==> config.mk <==
export PLATFORM = sky130hd
export DESIGN_NAME = apb_gpio_port
export DESIGN_NICKNAME = d
export VERILOG_FILES = /design/src/rtl/gpio_port_pkg.sv /design/src/rtl/gpio_regs.sv /design/src/rtl/gpio_sync.sv /design/src/rtl/gpio_irq.sv /design/src/rtl/gpio_pin_mux.sv /design/src/rtl/apb_gpio_port.sv
export SDC_FILE = /design/constraint.sdc
export NUM_CORES = 1
export LEC_CHECK = 0
export BUFFER_PORTS_ARGS = -buffer_cell sky130_fd_sc_hd__buf_2
export CORE_MARGIN = 4
export CORE_UTILIZATION = 47
export DETAILED_ROUTE_END_ITERATION = 16
export GPL_ROUTABILITY_DRIVEN = 0
export HOLD_SLACK_MARGIN = 0.15
export PLACE_DENSITY = 0.8
export SYNTH_ARGS = -nofsm -noshare
export SYNTH_HDL_FRONTEND = slang
export SYNTH_SLANG_ARGS = --single-unit
==> constraint.sdc <==
create_clock -name pclk -period 2 [get_ports pclk]
set_input_delay 0.4 -clock pclk [delete_from_list [all_inputs] [get_ports pclk]]
set_output_delay 0.4 -clock pclk [all_outputs]
set_load 0.1 [all_outputs]
==> src/rtl/gpio_port_pkg.sv <==
package gpio_port_pkg;

    localparam int unsigned LINES = 32;

    typedef enum logic [2:0] {
        W_DIN  = 3'd0,
        W_DOUT = 3'd1,
        W_DIR  = 3'd2,
        W_IEN  = 3'd3,
        W_SNS  = 3'd4,
        W_TRG  = 3'd5,
        W_HND  = 3'd6
    } reg_word_e;

    typedef struct packed {
        logic [LINES-1:0] dout;
        logic [LINES-1:0] dir;
        logic [LINES-1:0] ien;
        logic [LINES-1:0] sense;
        logic [LINES-1:0] trig_edge;
        logic [LINES-1:0] handover;
    } gpio_cfg_t;

    typedef struct packed {
        logic [LINES-1:0] s1;
        logic [LINES-1:0] s2;
        logic [LINES-1:0] prev;
    } gpio_sync_t;

endpackage

==> src/rtl/gpio_regs.sv <==
module gpio_regs
    import gpio_port_pkg::*;
#(
    parameter logic [31:0] IMPL_MASK = 32'h0000_FFFF,
    parameter logic [31:0] IRQ_MASK  = 32'h0000_00FE,
    parameter int unsigned ADDR_W    = 6
) (
    input  logic              pclk,
    input  logic              presetn,
    input  logic              psel,
    input  logic              penable,
    input  logic              pwrite,
    input  logic [ADDR_W-1:0] paddr,
    input  logic [31:0]       pwdata,
    input  logic [LINES-1:0]  din,
    output logic [31:0]       prdata,
    output gpio_cfg_t         cfg
);

    localparam int unsigned WORD_W = ADDR_W - 2;
    localparam logic [31:0] IRQ_EFF = IRQ_MASK & IMPL_MASK;

    gpio_cfg_t          cfg_d, cfg_q;
    logic [WORD_W-1:0]  word;
    logic               in_map;
    reg_word_e          sel;
    logic               wr_en;

    assign word   = paddr[ADDR_W-1:2];
    assign in_map = (word < WORD_W'(7));
    assign sel    = reg_word_e'(word[2:0]);
    assign wr_en  = psel && penable && pwrite && in_map;

    always_comb begin
        cfg_d = cfg_q;
        if (wr_en) begin
            case (sel)
                W_DOUT:  cfg_d.dout      = pwdata & IMPL_MASK;
                W_DIR:   cfg_d.dir       = pwdata & IMPL_MASK;
                W_IEN:   cfg_d.ien       = pwdata & IRQ_EFF;
                W_SNS:   cfg_d.sense     = pwdata & IRQ_EFF;
                W_TRG:   cfg_d.trig_edge = pwdata & IRQ_EFF;
                W_HND:   cfg_d.handover  = pwdata & IMPL_MASK;
                default: cfg_d = cfg_q;
            endcase
        end
    end

    always_ff @(posedge pclk or negedge presetn) begin
        if (!presetn) cfg_q <= '0;
        else          cfg_q <= cfg_d;
    end

    always_comb begin
        prdata = '0;
        if (in_map) begin
            case (sel)
                W_DIN:   prdata = din & IMPL_MASK;
                W_DOUT:  prdata = cfg_q.dout;
                W_DIR:   prdata = cfg_q.dir;
                W_IEN:   prdata = cfg_q.ien;
                W_SNS:   prdata = cfg_q.sense;
                W_TRG:   prdata = cfg_q.trig_edge;
                W_HND:   prdata = cfg_q.handover;
                default: prdata = '0;
            endcase
        end
    end

    assign cfg = cfg_q;

endmodule

==> src/rtl/gpio_sync.sv <==
module gpio_sync
    import gpio_port_pkg::*;
#(
    parameter logic [31:0] IMPL_MASK = 32'h0000_FFFF
) (
    input  logic             pclk,
    input  logic             presetn,
    input  logic [LINES-1:0] pin_in,
    output logic [LINES-1:0] sync,
    output logic [LINES-1:0] prev
);

    gpio_sync_t st_d, st_q;

    always_comb begin
        st_d      = st_q;
        st_d.s1   = pin_in & IMPL_MASK;
        st_d.s2   = st_q.s1;
        st_d.prev = st_q.s2;
    end

    always_ff @(posedge pclk or negedge presetn) begin
        if (!presetn) st_q <= '0;
        else          st_q <= st_d;
    end

    assign sync = st_q.s2;
    assign prev = st_q.prev;

endmodule

==> src/rtl/gpio_irq.sv <==
module gpio_irq
    import gpio_port_pkg::*;
#(
    parameter logic [31:0] IMPL_MASK = 32'h0000_FFFF,
    parameter logic [31:0] IRQ_MASK  = 32'h0000_00FE
) (
    input  gpio_cfg_t        cfg,
    input  logic [LINES-1:0] sync,
    input  logic [LINES-1:0] prev,
    output logic [LINES-1:0] irq
);

    localparam logic [31:0] IRQ_EFF = IRQ_MASK & IMPL_MASK;

    for (genvar i = 0; i < LINES; i++) begin : g_line
        if (IRQ_EFF[i]) begin : g_cap
            logic rise, fall, lvl_hit, edge_hit;
            assign rise     = sync[i] & ~prev[i];
            assign fall     = ~sync[i] & prev[i];
            assign lvl_hit  = cfg.sense[i] ? sync[i] : ~sync[i];
            assign edge_hit = cfg.sense[i] ? rise : fall;
            assign irq[i]   = cfg.ien[i] & (cfg.trig_edge[i] ? edge_hit : lvl_hit);
        end else begin : g_none
            assign irq[i] = 1'b0;
        end
    end

endmodule

==> src/rtl/gpio_pin_mux.sv <==
module gpio_pin_mux
    import gpio_port_pkg::*;
#(
    parameter logic [31:0] IMPL_MASK = 32'h0000_FFFF
) (
    input  gpio_cfg_t        cfg,
    input  logic [LINES-1:0] alt_out,
    input  logic [LINES-1:0] alt_oe,
    output logic [LINES-1:0] pin_out,
    output logic [LINES-1:0] pin_oe
);

    for (genvar i = 0; i < LINES; i++) begin : g_pin
        if (IMPL_MASK[i]) begin : g_on
            assign pin_out[i] = cfg.handover[i] ? alt_out[i] : cfg.dout[i];
            assign pin_oe[i]  = cfg.handover[i] ? alt_oe[i]  : cfg.dir[i];
        end else begin : g_off
            assign pin_out[i] = 1'b0;
            assign pin_oe[i]  = 1'b0;
        end
    end

endmodule

==> src/rtl/apb_gpio_port.sv <==
module apb_gpio_port
    import gpio_port_pkg::*;
#(
    parameter logic [31:0] IMPL_MASK = 32'h0000_FFFF,
    parameter logic [31:0] IRQ_MASK  = 32'h0000_00FE,
    parameter int unsigned ADDR_W    = 6
) (
    input  logic              pclk,
    input  logic              presetn,
    input  logic              psel,
    input  logic              penable,
    input  logic              pwrite,
    input  logic [ADDR_W-1:0] paddr,
    input  logic [31:0]       pwdata,
    output logic [31:0]       prdata,
    output logic              pready,
    output logic              pslverr,
    input  logic [31:0]       pin_in,
    output logic [31:0]       pin_out,
    output logic [31:0]       pin_oe,
    input  logic [31:0]       alt_out,
    input  logic [31:0]       alt_oe,
    output logic [31:0]       irq_out
);

    gpio_cfg_t        cfg_q;
    logic [LINES-1:0] sync_v;
    logic [LINES-1:0] prev_v;

    assign pready  = 1'b1;
    assign pslverr = 1'b0;

    gpio_sync #(.IMPL_MASK(IMPL_MASK)) u_sync (
        .pclk    (pclk),
        .presetn (presetn),
        .pin_in  (pin_in),
        .sync    (sync_v),
        .prev    (prev_v)
    );

    gpio_regs #(.IMPL_MASK(IMPL_MASK), .IRQ_MASK(IRQ_MASK), .ADDR_W(ADDR_W)) u_regs (
        .pclk    (pclk),
        .presetn (presetn),
        .psel    (psel),
        .penable (penable),
        .pwrite  (pwrite),
        .paddr   (paddr),
        .pwdata  (pwdata),
        .din     (sync_v),
        .prdata  (prdata),
        .cfg     (cfg_q)
    );

    gpio_irq #(.IMPL_MASK(IMPL_MASK), .IRQ_MASK(IRQ_MASK)) u_irq (
        .cfg  (cfg_q),
        .sync (sync_v),
        .prev (prev_v),
        .irq  (irq_out)
    );

    gpio_pin_mux #(.IMPL_MASK(IMPL_MASK)) u_mux (
        .cfg     (cfg_q),
        .alt_out (alt_out),
        .alt_oe  (alt_oe),
        .pin_out (pin_out),
        .pin_oe  (pin_oe)
    );

endmodule

Word-level counts from Yosys, hierarchy flattened
Index checks and enable logic that the tools add are counted.

word-level totals
  register bits after elaboration = 109
  input bits = 139
  output and inout bits = 130

operators by class
  multiplexer cells = 55
  magnitude comparators = 1
  equal/unequal tests = 6
  reductions and logical operators = 10
  bitwise logic cells = 35

operators with widths
  operator                                              number
  one-hot mux 16 bit (7 select lines)                   1
  two-way mux 1 bit                                     53
  two-way mux 32 bit                                    1
  AND 1 bit                                             21
  NOT 1 bit                                             14
  AND reduction 2 bit                                   6
  equality test 3 bit (second input constant)           3
  equality test 3 x 2 -> 1 bit (second input constant)  2
  < comparator 4 x 3 -> 1 bit (second input constant)   1
  equality test 3 x 1 -> 1 bit (second input constant)  1
  logical AND 1 bit                                     3
  zero test 3 bit                                       1

Logic depth before layout (Yosys ltp)
Gate-level depths: netlist of the first run.

  word-level depth = 5
  mapped depth = 6
  gate-level depth less buffers = 3

Hierarchy
From an unflattened synthesis of the first run, not the netlist that was laid out.

unflattened totals
  cell total of the unflattened synthesis = 628
  area total of the unflattened synthesis = 7156.9 µm²

modules (own cells, without submodules)
  module         area an instance (µm²)  times used  cells each
  gpio_regs      4403.0                  1           401
  gpio_sync      1565.3                  1           97
  gpio_pin_mux   694.4                   1           65
  gpio_irq       471.7                   1           61
  apb_gpio_port  22.5                    1           4

Worst setup path before layout of the first run
OpenSTA, ideal clock, no wires.

  kind = input-to-output
  from = input port paddr[4]
  to = output port prdata[3]
  buffers on the path = 2
  path slack = -2.056 ns
  arrival = 3.656 ns
  stages = 5
  required time = 1.600 ns
  cell sequence = buf_2 > buf_2 > mux2i_1 > or2_2 > a311oi_1

on the way
  longest elaborated chain between the ends = 3
  elaborated cells on any way between the ends = 10
  classes of those cells = 1 x order compare; 6 x eq/ne; 2 x mux; 1 x reduce/logical

RTL lines
  what                                         line                 RTL
  from (decl)                                  apb_gpio_port.sv:13  input logic [ADDR_W-1:0] paddr,
  equality test 3 bit (tied with other cells)  gpio_regs.sv:57      case (sel)
  one-hot mux 16 bit (7 select lines)          gpio_regs.sv:57
  two-way mux 32 bit *                         gpio_regs.sv:56      if (in_map) begin
  to (decl)                                    apb_gpio_port.sv:15  output logic [31:0] prdata,

Every way passes the cells marked *; elsewhere a longest branch is shown, timed or not.

Final worst setup path of the first run
  from = input port paddr[4]
  to = output port prdata[1]

Same word-level chain as after synthesis.

==> results by group, run 1 <==
Worst setup path
  – Crit Path Max Fanout: 5
  – CP Launch Type: primary input
  – Slowest cell on crit path: a311oi_4
  – Slowest stage delay, CP: 0.34 ns
  – CP required: 1.60 ns
  – Sum of buffers and inverters on the critical path: 3
  – Top cell family by delay on the critical path: buffers and inverters
  – Critical path type: in -> out
  – R2r startpoint: u_regs.cfg[65]$_DFFE_PN0P_
  – Critical Path Sink Type: output pin
  – Cells along the critical path: buf_6 > bufbuf_16 > mux4_2 > nor2_4 > a311oi_4 > buf_12
  – Arrival @ worst endpoint: between 1.5 and 2 ns
  – Crit path launch: paddr[4]

Drt
  – Detailed Routing Iterations Pass 1: 4
  – Via count: 3946
  – Routed Wire Length: around 14000 microns
  – DRC: 0
  – Average wire per standard cell: around 18 microns
  – ANT nets after route: 0
  – Via density: approximately 5.1
  – Starting DRT DRC Count: roughly 150

Timing
  – Final hold vios: 0
  – Setup violators final: 6
  – Setup WS post-layout: -0.05933 ns
  – Worst Hold Margin: 0.1658 ns
  – Worst-Margin Slew: between 0.5 and 0.6 ns
  – Relative slew slack: 0.6466
  – Minimum clock period: roughly 2.1 ns
  – Worst Skew: 0.003288 ns
  – RSZ-0062 raised after global routing: true
  – Final period util: 1.030
  – Final Max Tran Viols: 0
  – Fmax achieved: 0.4856 GHz

Min path
  – Worst Hold Class: in -> reg
  – Hold path startpoint: pin_in[2]

Synth
  – Register bit total from synthesis: between 100 and 150
  – Synth Cell Area: 5634 sq um
  – Cells after Synth: roughly 440
  – Post-synthesis sequential area ratio: 0.4797
  – Post-Syn Area per Cell: around 13 sq um
  – Ys Warns: 0
  – Asr flop ratio synth: 1.000
  – EDFF count, synth: 0
  – Cell variety after synth: 37
  – Synth Flop Type: dfrtp_1

Job
  – Max Cap Viol: 0

Pwr
  – Pwr/cell area: 940.1 nW/um^2
  – Worst VDD drop: 675.4 uV
  – LEAKAGE: ~3.8 nW
  – Total chip power: between 7 and 8 mW

Final layout
  – Final non-filler cell total: ~780
  – Core Util, Final: 0.6791
  – Seq. cell area: 2704 sq um
  – Multi-input gate area: between 2000 and 3000 sq um
  – Most frequent cells in the layout: dfrtp_1 (107), buf_2 (100), mux2_2 (81), conb_1 (75), buf_4 (48)
  – Most common cell after layout, fill and taps aside: dfrtp_1
  – Nets: about 770
  – Synthesis-to-layout area growth: 39.40%
  – Fraction of layout cells with a size suffix above 1: 0.5903
  – Fillers: 764

Run status
  – Run status: finished, violations left
  – Failing checks: negative setup slack

Clocking
  – Clk sink count: 108
  – Clock Tree Buf Depth: 2
  – H-tree Lvls: 3
  – Clk Latency, worst-skew pair: about 0.34 ns
  – CTS root buffer: clkbuf_16
  – Clock Pin Slew Worst Setup and Hold Paths: approximately 0.070 ns
  – Num CTS Buffers: 9
  – TritonCTS clock tree: done

Placement
  – Placed cells: 729
  – Final HPWL DP: between 9000 and 10000 microns
  – Dpl ws: -0.08650 ns
  – PortBufs: 127

Floorplan
  – Row count: 39
  – Chip height: 117.5 microns
  – Die ar.: 13800 sq um
  – Core Area: 11560 sq um
  – Die X: around 120 microns
  – Initial core utilization: 0.4872
  – Io pins: 269

GRT
  – Overflow after GRT: 0
  – Vias in the first global route: ~4100
  – Global-route wire length before repair: roughly 22000 microns
  – Initial antenna violation count: 1
  – Largest net degree at the start of global routing: 45
  – Total track usage: 0.1956
==> worst paths after layout <==
check                                              to  slack, ns  depth (start not counted)
setup / recovery                            prdata[1]      -0.06                          6
hold / removal              u_sync.st_d[34]$_DFF_PN0_       0.17                          1
setup reg to reg           u_regs.cfg[65]$_DFFE_PN0P_       0.98                          3
hold reg to reg             u_sync.sync[15]$_DFF_PN0_       0.35                          0
max in group asynchronous  u_regs.cfg[66]$_DFFE_PN0P_       0.81                          3
min in group asynchronous   u_sync.st_d[42]$_DFF_PN0_       0.57                          2
==> flip-flops by register name (all words and copies together), names as in the netlist <==
register     cells
u_sync.prev      7
u_regs.cfg      69
u_sync.st_d     16
u_sync.sync     16
==> worst register-to-register path: stages (launching register included) <==
cell and delay [ns]:
dfrtp_1 0.38, buf_4 0.15, buf_4 0.13, mux2_2 0.26
==> metal layers <==
metal  vias up  share of wire  GRT usage  routed length, microns
li1       1798              -          -                       -
met1      1961           0.41     0.2396                    5665
met2       167           0.51     0.3454                    7021
met3        20          0.064    0.03988                     892
met4         0          0.021    0.06520                     288
met5         -              0          0                       0
==> synthesized netlist by cell type, drive strengths merged (2+ instances only) <==
library cell | number | area share
buf | 90 | 0.12
conb | 2 | 0.0013
dfrtp | 108 | 0.48
nor4b | 3 | 0.0073
nand2 | 13 | 0.0087
a31oi | 5 | 0.0056
mux2i | 11 | 0.020
xnor2 | 14 | 0.022
a211o | 2 | 0.0031
clkbuf | 4 | 0.0029
a311oi | 5 | 0.0078
a22oi | 8 | 0.011
a21o | 8 | 0.011
a21oi | 17 | 0.015
nor2b | 2 | 0.0022
mux2 | 101 | 0.21
or2 | 7 | 0.0078
nor2 | 7 | 0.0047
or3b | 8 | 0.012
nand3 | 11 | 0.013
mux4 | 5 | 0.020
nor3b | 2 | 0.0067
==> what timing repair did <==
item / in CTS / in global routing
hold buffers: 5 / 4
cloned: 2 / 0
setup buffers: 12 / 13
pin swaps: 17 / 7
setup endpoints to repair: 18 / 17
resized for setup: 36 / 13
hold endpoints to repair: 40 / 4
==> where the power goes <==
part           switching, mW  internal (mW)  leakage, nW
clock                  0.809          0.988        0.141
sequential             0.188           2.40         1.37
combinational           2.19          0.800         2.27
total                   3.19           4.19         3.79
==> cell type report <==
class | instances | share of cell area
Antenna cell | 1 | 0.0003186
Clock buffer | 9 | 0.02868
Clock inverter | 7 | 0.01036
Multi-Input combinational cell | 310 | 0.3726
Sequential cell | 108 | 0.3443
Tap cell | 143 | 0.02278
Timing Repair Buffer | 203 | 0.2210
==> kinds of logic after synthesis <==
group | share of synthesized area
other cells | 0.001333
xor+xnor | 0.02176
simple gates | 0.06774
buf+inv | 0.1193
mux | 0.2541
compound gates | 0.05619
flops | 0.4797
==> through the flow <==
| step | cell area (sq um) | TNS, ns |
|---|---|---|
| floorplan | 6335 | -3.508 |
| global placement | 7033 | -0.8201 |
| detailed placement | 7033 | -0.8616 |
| CTS | 7669 | -0.2599 |
| global route | 7854 | -0.7046 |
| finish | 7854 | -0.1419 |
(Power assumes the default switching activity.)
==> run 2, diff against run 1 <==
==> constraint.sdc (replaced) <==
create_clock -name pclk -period 2 [get_ports pclk]
set_input_delay 0.1 -clock pclk [delete_from_list [all_inputs] [get_ports pclk]]
set_output_delay 0.1 -clock pclk [all_outputs]
set_load 0.1 [all_outputs]
==> results by group, run 2 (synthesized netlist as in run 1, its figures left out) <==
Clocking
  – H-tree Lvls: 3
  – CTS root buffer: clkbuf_16
  – Num CTS Buffers: 9
  – Clk sink count: 108
  – Clk Latency, worst-skew pair: roughly 0.34 ns
  – TritonCTS clock tree: done
  – Clock Tree Buf Depth: 2
  – CTS resizes: 0
  – Clock Pin Slew Worst Setup and Hold Paths: roughly 0.07 ns

Floorplan
  – Initial core utilization: 0.4872
  – Io pins: approximately 270
  – Core Area: between 10000 and 15000 sq um
  – Chip height: around 120 microns
  – Row count: 39
  – Die ar.: around 14000 sq um
  – Die X: 117.5 microns

Final layout
  – N_diodes: 0
  – Most frequent cells in the layout: buf_2 (111), dfrtp_1 (108), mux2_2 (81), conb_1 (75), dlygate4sd3_1 (33)
  – Fillers: 836
  – Nets: 747
  – Fraction of layout cells with a size suffix above 1: 0.5073
  – Most common cell after layout, fill and taps aside: buf_2
  – Largest register FFs: ~70
  – Final instance area: about 7200 sq um
  – Synthesis-to-layout area growth: 28.60%

Worst setup path
  – Slowest cell on crit path: dfrtp_1
  – CP required: between 1.5 and 2 ns
  – R2r startpoint: u_regs.cfg[15]$_DFFE_PN0P_
  – Critical path type: reg -> out
  – Cells along the critical path: mux2i_1 > or2_2 > a311oi_2 > buf_12
  – Top cell family by delay on the critical path: flip-flops
  – CP Launch Type: flip-flop
  – Crit Path Max Fanout: 4
  – Slowest stage delay, CP: just over 0.4 ns
  – Number of cells on the worst reg-to-reg path: 1
  – Sum of buffers and inverters on the critical path: 1
  – RR Endpoint: u_regs.cfg[15]$_DFFE_PN0P_
  – R2R setup slack: around 1.2 ns
  – Arrival @ worst endpoint: 1.76 ns
  – Critical Path Sink Type: output pin
  – Crit path launch: u_regs.cfg[1]$_DFFE_PN0P_

Timing
  – Setup violators final: 0
  – Minimum clock period: approximately 1.9 ns
  – Fmax achieved: about 0.54 GHz
  – Worst Skew: a little under 0.006 ns
  – Worst Hold Margin: about 0.31 ns
  – Relative slew slack: 0.5302
  – Final period util: 0.9282
  – Final Max Tran Viols: 0
  – Worst-Margin Slew: between 0.7 and 0.8 ns
  – RSZ-0062 raised after global routing: false
  – Setup WS post-layout: approximately 0.14 ns
  – Setup TNS: 0 ns
  – Final hold vios: 0

Drt
  – Via count: around 4000
  – ANT nets after route: 0
  – DR WL met2: 6952 microns
  – WL met3: 891 microns
  – Wire length on met1: ~5600 microns
  – Average wire per standard cell: about 18 microns
  – Starting DRT DRC Count: roughly 150
  – DRC: 0
  – Top layer in use: met5
  – Via density: approximately 5.2
  – Routed Wire Length: ~14000 microns
  – Detailed Routing Iterations Pass 1: 4

Placement
  – Final HPWL DP: a little under 10000 microns
  – PortBufs: between 100 and 150
  – Post-DP Area: 6631 sq um
  – Dpl ws: ~0.027 ns

GRT
  – Largest net degree at the start of global routing: 51
  – Initial antenna violation count: 1
  – Vias in the first global route: ~4100
  – Overflow after GRT: 0
  – Global-route wire length before repair: between 20000 and 25000 microns
  – Total track usage: 0.1942

Pwr
  – Psw: between 3 and 4 mW
  – Total chip power: slightly above 7 mW
  – Sw Share: 0.4446
  – Internal Power: 3.930 mW
  – Worst VDD drop: roughly 590 uV
  – Reg power frac: 0.369
  – LEAKAGE: approximately 3.5 nW
  – Clock power share: 0.238
  – Pwr/cell area: approximately 1000 nW/um^2
  – Proportion of power drawn by combinational gates: 0.393

Min path
  – Worst Hold Class: in -> async

Run status
  – Run status: completed

Job
  – Max Cap Viol: 0
## run 2: timing repair
action                     in CTS  in global routing
setup endpoints to repair       0                  0
hold endpoints to repair      132                  0
hold buffers                   33                  0
buffers inserted                0                  0
## run 2: cell type report
cell class | instances | area, sq um | area share
flip-flops and latches | 108 | 2703 | 0.3730
multi-input cells | 310 | 2719 | 0.3752
well taps | 143 | 178.9 | 0.02469
clock buffers | 9 | 225.2 | 0.03108
clock inverters | 7 | 58.81 | 0.008116
repair buffers | 179 | 1361 | 0.1879
## run 2: stage by stage
step	cells	utilization
floorplan	512	-
global placement	707	0.5734
detailed placement	707	0.5734
CTS	756	0.6265
global route	756	0.6265
finish	756	0.6265
## run 2: how the worst max path moves through the flow
stage / cells after the start / to / slack [ns]
finish: 4 / prdata[1] / 0.14
global route: 4 / prdata[1] / 0.11
detailed placement: 5 / u_regs.cfg[36]$_DFFE_PN0P_ / 0.03
floorplan: 5 / prdata[3] / -0.38
global placement: 5 / u_regs.cfg[36]$_DFFE_PN0P_ / 0.14
CTS: 4 / prdata[1] / 0.16
## run 2: layer usage
metal  GRT usage  vias up
met5           0        -
met3     0.03844       25
met4     0.06227        2
met2      0.3508      173
li1            -     1746
met1      0.2333     1966
## run 2: power groups by stage
stage | clock network, mW | logic, mW | registers [mW]
after floorplan | 0 | 2.44 | 2.58
after global placement | 0 | 2.69 | 2.63
after detailed placement | 0 | 2.73 | 2.65
after CTS | 1.71 | 2.78 | 2.61
after global routing | 1.79 | 2.87 | 2.64
final | 1.69 | 2.78 | 2.61
